$ cat config.mk
export PLATFORM = sky130hd
export DESIGN_NAME = exc_entry_ctrl
export DESIGN_NICKNAME = d
export VERILOG_FILES = /design/src/rtl/exc_entry_pkg.sv /design/src/rtl/exc_decode.sv /design/src/rtl/exc_vector.sv /design/src/rtl/exc_link.sv /design/src/rtl/exc_entry_ctrl.sv
export SDC_FILE = /design/constraint.sdc
export NUM_CORES = 1
export LEC_CHECK = 0
export BUFFER_PORTS_ARGS = -buffer_cell sky130_fd_sc_hd__buf_2
export CORE_ASPECT_RATIO = 1.1
export CORE_UTILIZATION = 43
export CTS_CLUSTER_SIZE = 10
export DETAILED_ROUTE_END_ITERATION = 8
export PLACE_DENSITY = 0.86
export SETUP_SLACK_MARGIN = 0.05
export SYNTH_ARGS = -nofsm -noshare
export SYNTH_HDL_FRONTEND = slang
export SYNTH_SLANG_ARGS = --single-unit
$ cat constraint.sdc
create_clock -name clk -period 2.25 [get_ports clk]
set_input_delay 0.1125 -clock clk [delete_from_list [all_inputs] [get_ports clk]]
set_output_delay 0.1125 -clock clk [all_outputs]
set_load 0.05 [all_outputs]
$ cat src/rtl/exc_entry_pkg.sv
package exc_entry_pkg;

    typedef enum logic [2:0] {
        TRAP_RESET = 3'd0,
        TRAP_UNDEF = 3'd1,
        TRAP_SWI   = 3'd2,
        TRAP_PABT  = 3'd3,
        TRAP_DABT  = 3'd4,
        TRAP_IRQ   = 3'd5,
        TRAP_FIQ   = 3'd6,
        TRAP_RSVD  = 3'd7
    } trap_kind_e;

    typedef enum logic [2:0] {
        LNK_NONE   = 3'd0,
        LNK_NEXT   = 3'd1,
        LNK_NEXT4  = 3'd2,
        LNK_FAULT4 = 3'd3,
        LNK_FAULT8 = 3'd4
    } link_sel_e;

    localparam logic [4:0] MODE_SUPV = 5'b10011;
    localparam logic [4:0] MODE_UNDF = 5'b11011;
    localparam logic [4:0] MODE_ABRT = 5'b10111;
    localparam logic [4:0] MODE_IREQ = 5'b10010;
    localparam logic [4:0] MODE_FREQ = 5'b10001;

    localparam int MODE_W = 5;
    localparam int BIT_T  = 5;
    localparam int BIT_F  = 6;
    localparam int BIT_I  = 7;

    typedef struct packed {
        logic            taken;
        logic [4:0]      mode;
        logic [7:0]      offset;
        logic            set_f;
        logic            save;
        link_sel_e       lsel;
    } trap_attr_t;

endpackage

$ cat src/rtl/exc_decode.sv
module exc_decode
    import exc_entry_pkg::*;
(
    input  logic       vld,
    input  logic [2:0] kind,
    output trap_attr_t attr
);
    always_comb begin
        attr = '{taken: 1'b0, mode: 5'd0, offset: 8'd0, set_f: 1'b0,
                 save: 1'b0, lsel: LNK_NONE};
        if (vld) begin
            attr.taken = 1'b1;
            attr.save  = 1'b1;
            unique case (trap_kind_e'(kind))
                TRAP_RESET: begin
                    attr.mode = MODE_SUPV; attr.offset = 8'h00;
                    attr.set_f = 1'b1; attr.save = 1'b0; attr.lsel = LNK_NONE;
                end
                TRAP_UNDEF: begin
                    attr.mode = MODE_UNDF; attr.offset = 8'h04; attr.lsel = LNK_NEXT;
                end
                TRAP_SWI: begin
                    attr.mode = MODE_SUPV; attr.offset = 8'h08; attr.lsel = LNK_NEXT;
                end
                TRAP_PABT: begin
                    attr.mode = MODE_ABRT; attr.offset = 8'h0C; attr.lsel = LNK_FAULT4;
                end
                TRAP_DABT: begin
                    attr.mode = MODE_ABRT; attr.offset = 8'h10; attr.lsel = LNK_FAULT8;
                end
                TRAP_IRQ: begin
                    attr.mode = MODE_IREQ; attr.offset = 8'h18; attr.lsel = LNK_NEXT4;
                end
                TRAP_FIQ: begin
                    attr.mode = MODE_FREQ; attr.offset = 8'h1C;
                    attr.set_f = 1'b1; attr.lsel = LNK_NEXT4;
                end
                default: begin
                    attr.taken = 1'b0; attr.save = 1'b0;
                end
            endcase
        end
    end
endmodule

$ cat src/rtl/exc_vector.sv
module exc_vector #(
    parameter int          AW      = 32,
    parameter logic [31:0] HI_BASE = 32'hFFFF_0000
) (
    input  logic          hivec,
    input  logic [7:0]    offset,
    output logic [AW-1:0] target
);
    localparam logic [AW-1:0] HIB = AW'(HI_BASE);
    localparam bit LOW_CLEAR = (HIB[7:0] == 8'd0);

    logic [AW-1:0] base;
    assign base = hivec ? HIB : '0;

    generate
        if (LOW_CLEAR) begin : g_or
            assign target = base | AW'(offset);
        end else begin : g_add
            assign target = base + AW'(offset);
        end
    endgenerate
endmodule

$ cat src/rtl/exc_link.sv
module exc_link
    import exc_entry_pkg::*;
#(
    parameter int AW = 32
) (
    input  link_sel_e     lsel,
    input  logic [AW-1:0] fault_addr,
    input  logic [AW-1:0] next_addr,
    output logic [AW-1:0] link
);
    localparam logic [AW-1:0] FOUR  = AW'(4);
    localparam logic [AW-1:0] EIGHT = AW'(8);

    always_comb begin
        unique case (lsel)
            LNK_NEXT:   link = next_addr;
            LNK_NEXT4:  link = next_addr + FOUR;
            LNK_FAULT4: link = fault_addr + FOUR;
            LNK_FAULT8: link = fault_addr + EIGHT;
            default:    link = '0;
        endcase
    end
endmodule

$ cat src/rtl/exc_entry_ctrl.sv
module exc_entry_ctrl
    import exc_entry_pkg::*;
#(
    parameter int          AW      = 32,
    parameter int          SW      = 32,
    parameter logic [31:0] HI_BASE = 32'hFFFF_0000
) (
    input  logic          clk,
    input  logic          rst_n,
    input  logic          trap_vld,
    input  logic [2:0]    trap_kind,
    input  logic [SW-1:0] cur_status,
    input  logic          hivec_en,
    input  logic [AW-1:0] fault_addr,
    input  logic [AW-1:0] next_addr,
    output logic          pc_load,
    output logic [AW-1:0] pc_target,
    output logic          flush,
    output logic [4:0]    tgt_mode,
    output logic [SW-1:0] new_status,
    output logic          link_we,
    output logic [AW-1:0] link_val,
    output logic          save_we,
    output logic [SW-1:0] save_val
);
    typedef struct packed {
        logic          load;
        logic [AW-1:0] target;
        logic [4:0]    mode;
        logic [SW-1:0] status;
        logic          lwe;
        logic [AW-1:0] link;
        logic          swe;
        logic [SW-1:0] saved;
    } out_t;

    trap_attr_t    attr;
    logic [AW-1:0] vec_addr;
    logic [AW-1:0] ret_addr;
    out_t          st_d, st_q;

    exc_decode u_dec (
        .vld  (trap_vld),
        .kind (trap_kind),
        .attr (attr)
    );

    exc_vector #(.AW(AW), .HI_BASE(HI_BASE)) u_vec (
        .hivec  (hivec_en),
        .offset (attr.offset),
        .target (vec_addr)
    );

    exc_link #(.AW(AW)) u_lnk (
        .lsel       (attr.lsel),
        .fault_addr (fault_addr),
        .next_addr  (next_addr),
        .link       (ret_addr)
    );

    always_comb begin
        st_d        = '0;
        st_d.status = cur_status;
        st_d.mode   = cur_status[MODE_W-1:0];
        if (attr.taken) begin
            st_d.load                  = 1'b1;
            st_d.target                = vec_addr;
            st_d.mode                  = attr.mode;
            st_d.status[MODE_W-1:0]    = attr.mode;
            st_d.status[BIT_T]         = 1'b0;
            st_d.status[BIT_I]         = 1'b1;
            st_d.status[BIT_F]         = attr.set_f | cur_status[BIT_F];
            st_d.lwe                   = (attr.lsel != LNK_NONE);
            st_d.link                  = ret_addr;
            st_d.swe                   = attr.save;
            st_d.saved                 = attr.save ? cur_status : '0;
        end
    end

    always_ff @(posedge clk) begin
        if (!rst_n) st_q <= '0;
        else        st_q <= st_d;
    end

    assign pc_load    = st_q.load;
    assign flush      = st_q.load;
    assign pc_target  = st_q.target;
    assign tgt_mode   = st_q.mode;
    assign new_status = st_q.status;
    assign link_we    = st_q.lwe;
    assign link_val   = st_q.link;
    assign save_we    = st_q.swe;
    assign save_val   = st_q.saved;
endmodule

======== Word level (Yosys, flattened, before mapping) ========
Index checks and enable logic that the tools add are counted.
word-level totals
  logic and storage cells ................. 46
  register bits after elaboration ......... 136
cells by class
  reductions and logical operators ........ 10
  mux-type cells .......................... 11
  add/subtract/negate cells ............... 3
  bitwise operators ....................... 3
  equal/unequal tests ..................... 10
operators with widths
  cell                     number
  $pmux W32 S4             1
  $pmux W13 S7             1
  $mux W74                 1
  $add A32 B3 Y32 const B  2
  $mux W32                 2
  $mux W38                 1
  $add A32 B4 Y32 const B  1
  $or A32 B8 Y32           1
  $mux W19                 1
  $eq A3 B2 Y1 const B     4
  $eq A3 B3 Y1 const B     4
  $pmux W3 S4              1
  $reduce_or A2 Y1         4
  $reduce_or A7 Y1         1
  $eq A3 B1 Y1 const B     2
  $reduce_or A6 Y1         1
  $logic_not A3 Y1         1
  $mux W1                  3
  $reduce_and A3 Y1        1
  $reduce_bool A3 Y1       1
  $reduce_and A2 Y1        1
  $not A1 Y1               1
  $or A1 B1 Y1             1

======== Logic depth before layout (Yosys ltp) ========
  word-level depth ........................ 7
  mapped depth ............................ 14
  gate-level depth less buffers ........... 10

======== Hierarchy ========
A second synthesis with hierarchy kept.
second synthesis, totals
  cells, all modules ...................... 776
  area total of the unflattened synthesis .. 6826.5 µm²
by module, submodules not included
  module          area an instance (µm²)  times used  cells each
  exc_entry_ctrl  3658.5                  1           296
  exc_link        2686.3                  1           409
  exc_vector      244.0                   1           33
  exc_decode      237.7                   1           38

======== Worst setup path after synthesis ========
OpenSTA, ideal clock, no wires.
  path kind ............................... in2reg
  start ................................... input port trap_kind[2]
  end ..................................... register st_q, in the netlist link_val[10]
  buffers on the path ..................... 4
  arrival ................................. 2231 ps
  setup slack ............................. -108 ps
  stages .................................. 14
  library setup time ...................... 128 ps
  path through ............................ and4b_1 buf_6 buf_2 buf_2 nand2_1 nand2_1 ha_1 buf_2 inv_1 or3_1 xor2_1 mux2i_1 a222oi_1 nor2_1
between the ends
  cells in the longest elaborated chain, start to end .. 6
  elaborated cells on any way between the ends .. 19
  classes of those cells .................. eq/ne (10); mux (4); reduce/logical (5)
ends and longest elaborated chain
  element                                     line                  RTL
  start, declared                             exc_entry_ctrl.sv:11  input logic [2:0] trap_kind,
  $eq A3 B3 Y1, or another cell as far along  exc_decode.sv:14      unique case (trap_kind_e'(kind))
  $reduce_or A2 Y1 (no source line)           --
  $pmux W3 S4                                 exc_decode.sv:14
  $mux W19 (*)                                exc_decode.sv:11      if (vld) begin
  $eq A3 B3 Y1, or another cell as far along  exc_link.sv:15        unique case (lsel)
  $pmux W32 S4                                exc_link.sv:15
  end signal, assigned                        exc_entry_ctrl.sv:82  else st_q <= st_d;
  end, declared                               exc_entry_ctrl.sv:40  out_t st_d, st_q;
Mark *: on every way between the ends. The rest lies on a longest branch, timed or not.
A chain may end at the register's enable or synchronous reset.

======== Final worst setup path ========
  start ................................... input port trap_kind[1]
  end ..................................... register st_q, in the netlist link_val[18]
Same word-level chain as after synthesis.

==> key figures <==
Outcome
  • Status: finished clean

Worst setup path
  • Crit path max-delay cell type: or2_2
  • Crit path max fanout: 25
  • Max incr delay on CP: 0.39 ns
  • CP Depth: 8
  • Worst endpoint data arrival time: ~2.0 ns
  • Crit path launch: trap_kind[1]
  • CP delay by family, top: simple AND/OR/NAND/NOR gates
  • Cells along the critical path: buf_2 -> and4b_1 -> buf_12 -> nor4_1 -> o21ai_1 -> or2_2 -> xnor2_1 -> o21ai_0
  • CP Class: primary input to register
  • Worst Path Buf+Inv: 2
  • CP Capture Type: register
  • Worst EP required: 2.48 ns
  • Critical Path End: link_val[18]$_SDFF_PN0_
  • Startpoint Class: primary input

Logic synthesis
  • Synth Warn #: 0
  • Post-synthesis async set-or-reset flop share: 0
  • Post-Syn Area: 5410 sq um
  • Main synth FF type: dfxtp_1
  • Synthesized flop and latch total: 103
  • Cell count after synthesis: 616
  • Sequential fraction of the synthesis area: 0.381
  • Number of synthesized flops with an enable pin: 0
  • Synth cell types: 58
  • Avg Cell Area, Syn: 8.78 sq um

STA
  • Hold Fails Final Rpt: 0
  • RSZ-0062 raised after global routing: false
  • Final setup vio count: 0
  • Slew Limit Headroom: 0.602
  • Slew Viols, Final: 0
  • Tcrit/Tclk final: 0.798
  • Worst Tran Pin Value: 0.593 ns
  • Fin crit period: 1.80 ns
  • Max Fclk: 0.557 GHz
  • Setup TNS: 0 ns

Detailed routing
  • DR pass1 iterations: 5
  • Antenna Nets Post-Route: 0
  • Vias per inst: 5.38
  • Vias: between 5000 and 6000
  • DRC: 0
  • WL per Instance: 17.0 um
  • Final WL: 17.1 mm
  • DRT iter0 DRCs: 412

Pwr
  • Leakage: 3.43 nW
  • Sequential power share: 0.414
  • Net Sw Frac: 0.329
  • Combinational cell fraction of total power: 0.229
  • Internal power: 3.12 mW
  • Power density over cell area: 652 nW/um^2
  • Clock share of power: 0.357
  • Switching power: 1.53 mW
  • Maximum vdd ir drop: 471 uV

Floorplan
  • Die Footprint: 13000 sq um
  • Initial core utilization: 0.445
  • Placeable Area: about 12000 sq um
  • Top Ports: 240
  • Row count: 42
  • Die width: approximately 110 um
  • Die height: 120 um

Clock tree
  • Root buf cell: clkbuf_16
  • Clk pin slew, worst setup/hold paths: 0.08 ns
  • Setup bufs post-CTS: 0
  • Num CTS Buffers: 9
  • CTS tree: built
  • Num Clock Sinks: 103
  • Clock Path Buffers: 2
  • Cts hold-fix bufs: 27
  • Gates resized, CTS repair: 0
  • H-tree Lvls: 3

Placement
  • Detailed placement HPWL: about 12 mm
  • Placer Congestion: around 0.9
  • Port buffer count: 226
  • Placed cell count: between 900 and 1000

Cells and area
  • # fillers: 1072
  • Layout area overhead: 32.0%
  • Antenna cells: 0
  • Final core occ: 0.588
  • Share of cells above drive strength 1: 0.331
  • Nets@finish: 948
  • Multi-input logic area: 2940 sq um
  • Final Non-Filler Cells: 1002
  • Storage cell area: 2060 sq um

Hold path
  • Hold Crit Class: primary input to register

Job
  • Max Cap Viol: 0

GRT
  • Congestion Overflow GR: 0
  • Vias in the first global route: 5192
  • Pin count of the biggest net entering global routing: 36
  • First-pass GRT wire length: around 26 mm
  • Initial antenna violation count: 0
  • Total track usage: 0.260
## cell type report
type,count,area share
Clock buffer,9,0.0316
Timing Repair Buffer,275,0.223
Inverter,5,0.00263
Tap cell,154,0.0270
Clock inverter,7,0.0144
Sequential cell,103,0.289
Multi-Input combinational cell,449,0.412
## cells in the final DEF (no fill, tap or decap), types with 5 or more instances in the layout
master / Yosys / layout
a22oi_1: 21 / 21
o21ai_0: 16 / 16
buf_4: 37 / 19
nand4_1: 11 / 11
dlygate4sd3_1: 0 / 28
a21oi_1: 13 / 13
nand2_1: 49 / 49
nor4_1: 7 / 7
inv_1: 5 / 5
xnor2_1: 29 / 29
and3_1: 13 / 13
xor2_1: 27 / 27
mux2i_1: 27 / 27
o22ai_1: 7 / 7
nand3_1: 31 / 31
nor3_1: 14 / 14
nor2_1: 42 / 42
conb_1: 1 / 13
buf_2: 13 / 226
dfxtp_1: 103 / 103
clkbuf_16: 0 / 9
and2_1: 62 / 62
a222oi_1: 6 / 6
## kinds of logic (layout without fill, tap and decap cells)
kind of cell | Yosys count | in the layout | synth area share
and+or+nand+nor | 257 | 257 | 0.265
DFF | 103 | 103 | 0.381
AOI/OAI and AO/OA | 92 | 92 | 0.120
buffers and inverters | 76 | 296 | 0.0831
xor gates and xnor gates | 56 | 56 | 0.0907
muxes | 29 | 29 | 0.0542
adders and majority gates | 2 | 2 | 0.00463
other | 1 | 13 | 0.000694
## synthesized netlist by cell type (3+ instances only)
master,n,area share
nand2_1,49,0.034
or2_2,3,0.0035
nand4_1,11,0.013
a32oi_1,4,0.0065
o21ai_0,16,0.015
and2_1,62,0.072
and3_1,13,0.015
o21ai_1,3,0.0028
o22ai_1,7,0.0081
a22oi_1,21,0.029
nor2_1,42,0.029
a21oi_1,13,0.012
a31oi_1,3,0.0035
a222oi_1,6,0.011
mux2i_1,27,0.050
xor2_1,27,0.044
nor2b_1,4,0.0046
nor4_1,7,0.0081
or3_1,3,0.0035
inv_1,5,0.0035
dfxtp_1,103,0.38
nor3_1,14,0.013
buf_4,37,0.051
buf_2,13,0.012
and4_1,4,0.0065
xnor2_1,29,0.047
nand3_1,31,0.029
nor4_2,3,0.0069
clkbuf_1,19,0.013
nand2b_1,3,0.0035
## routing by layer
metal | up-vias | share of wire | track usage
li1 | 2559 | - | -
met1 | 2493 | 0.40 | 0.308
met2 | 300 | 0.49 | 0.443
met3 | 38 | 0.082 | 0.0543
met4 | 0 | 0.027 | 0.116
met5 | - | 0 | 0
## through the flow
stage / hold slack (ns) / setup WS, ns / instance area, sq um / total power [mW]
after floorplan: 0.228 / 0.0514 / 5480 / 2.71
after global placement: 0.317 / 0.207 / 6530 / 2.98
after detailed placement: 0.326 / 0.143 / 6530 / 2.99
after CTS: 0.000548 / 0.512 / 7130 / 4.68
after global routing: 0.00635 / 0.308 / 7140 / 4.86
final: 0.0103 / 0.455 / 7140 / 4.66
## registers in the layout (all words and copies together) (netlist names)
register,count
save_val,32
new_status,28
tgt_mode,4
link_we,1
save_we,1
pc_target,4
flush,1
link_val,32
## power groups by stage
| stage | clock network [mW] | registers [mW] | logic [mW] |
|---|---|---|---|
| after global placement | 0 | 1.97 | 1.01 |
| after detailed placement | 0 | 1.97 | 1.02 |
| final | 1.66 | 1.93 | 1.07 |
| after global routing | 1.79 | 1.93 | 1.14 |
| after CTS | 1.70 | 1.92 | 1.06 |
| after floorplan | 0 | 2.25 | 0.457 |
## how the worst min path moves through the flow
stage / from / to / depth (start not counted)
2_1_floorplan: next_addr[28] / link_val[28]$_SDFF_PN0_ / 2
3_3_place_gp: hivec_en / pc_target[30]$_SDFF_PN0_ / 2
3_5_place_dp: hivec_en / pc_target[30]$_SDFF_PN0_ / 2
4_1_cts: cur_status[1] / save_val[1]$_SDFF_PN0_ / 2
5_1_grt: cur_status[1] / save_val[1]$_SDFF_PN0_ / 2
6_report: cur_status[1] / save_val[1]$_SDFF_PN0_ / 2
No activity file was read; power rests on OpenSTA's default activity.
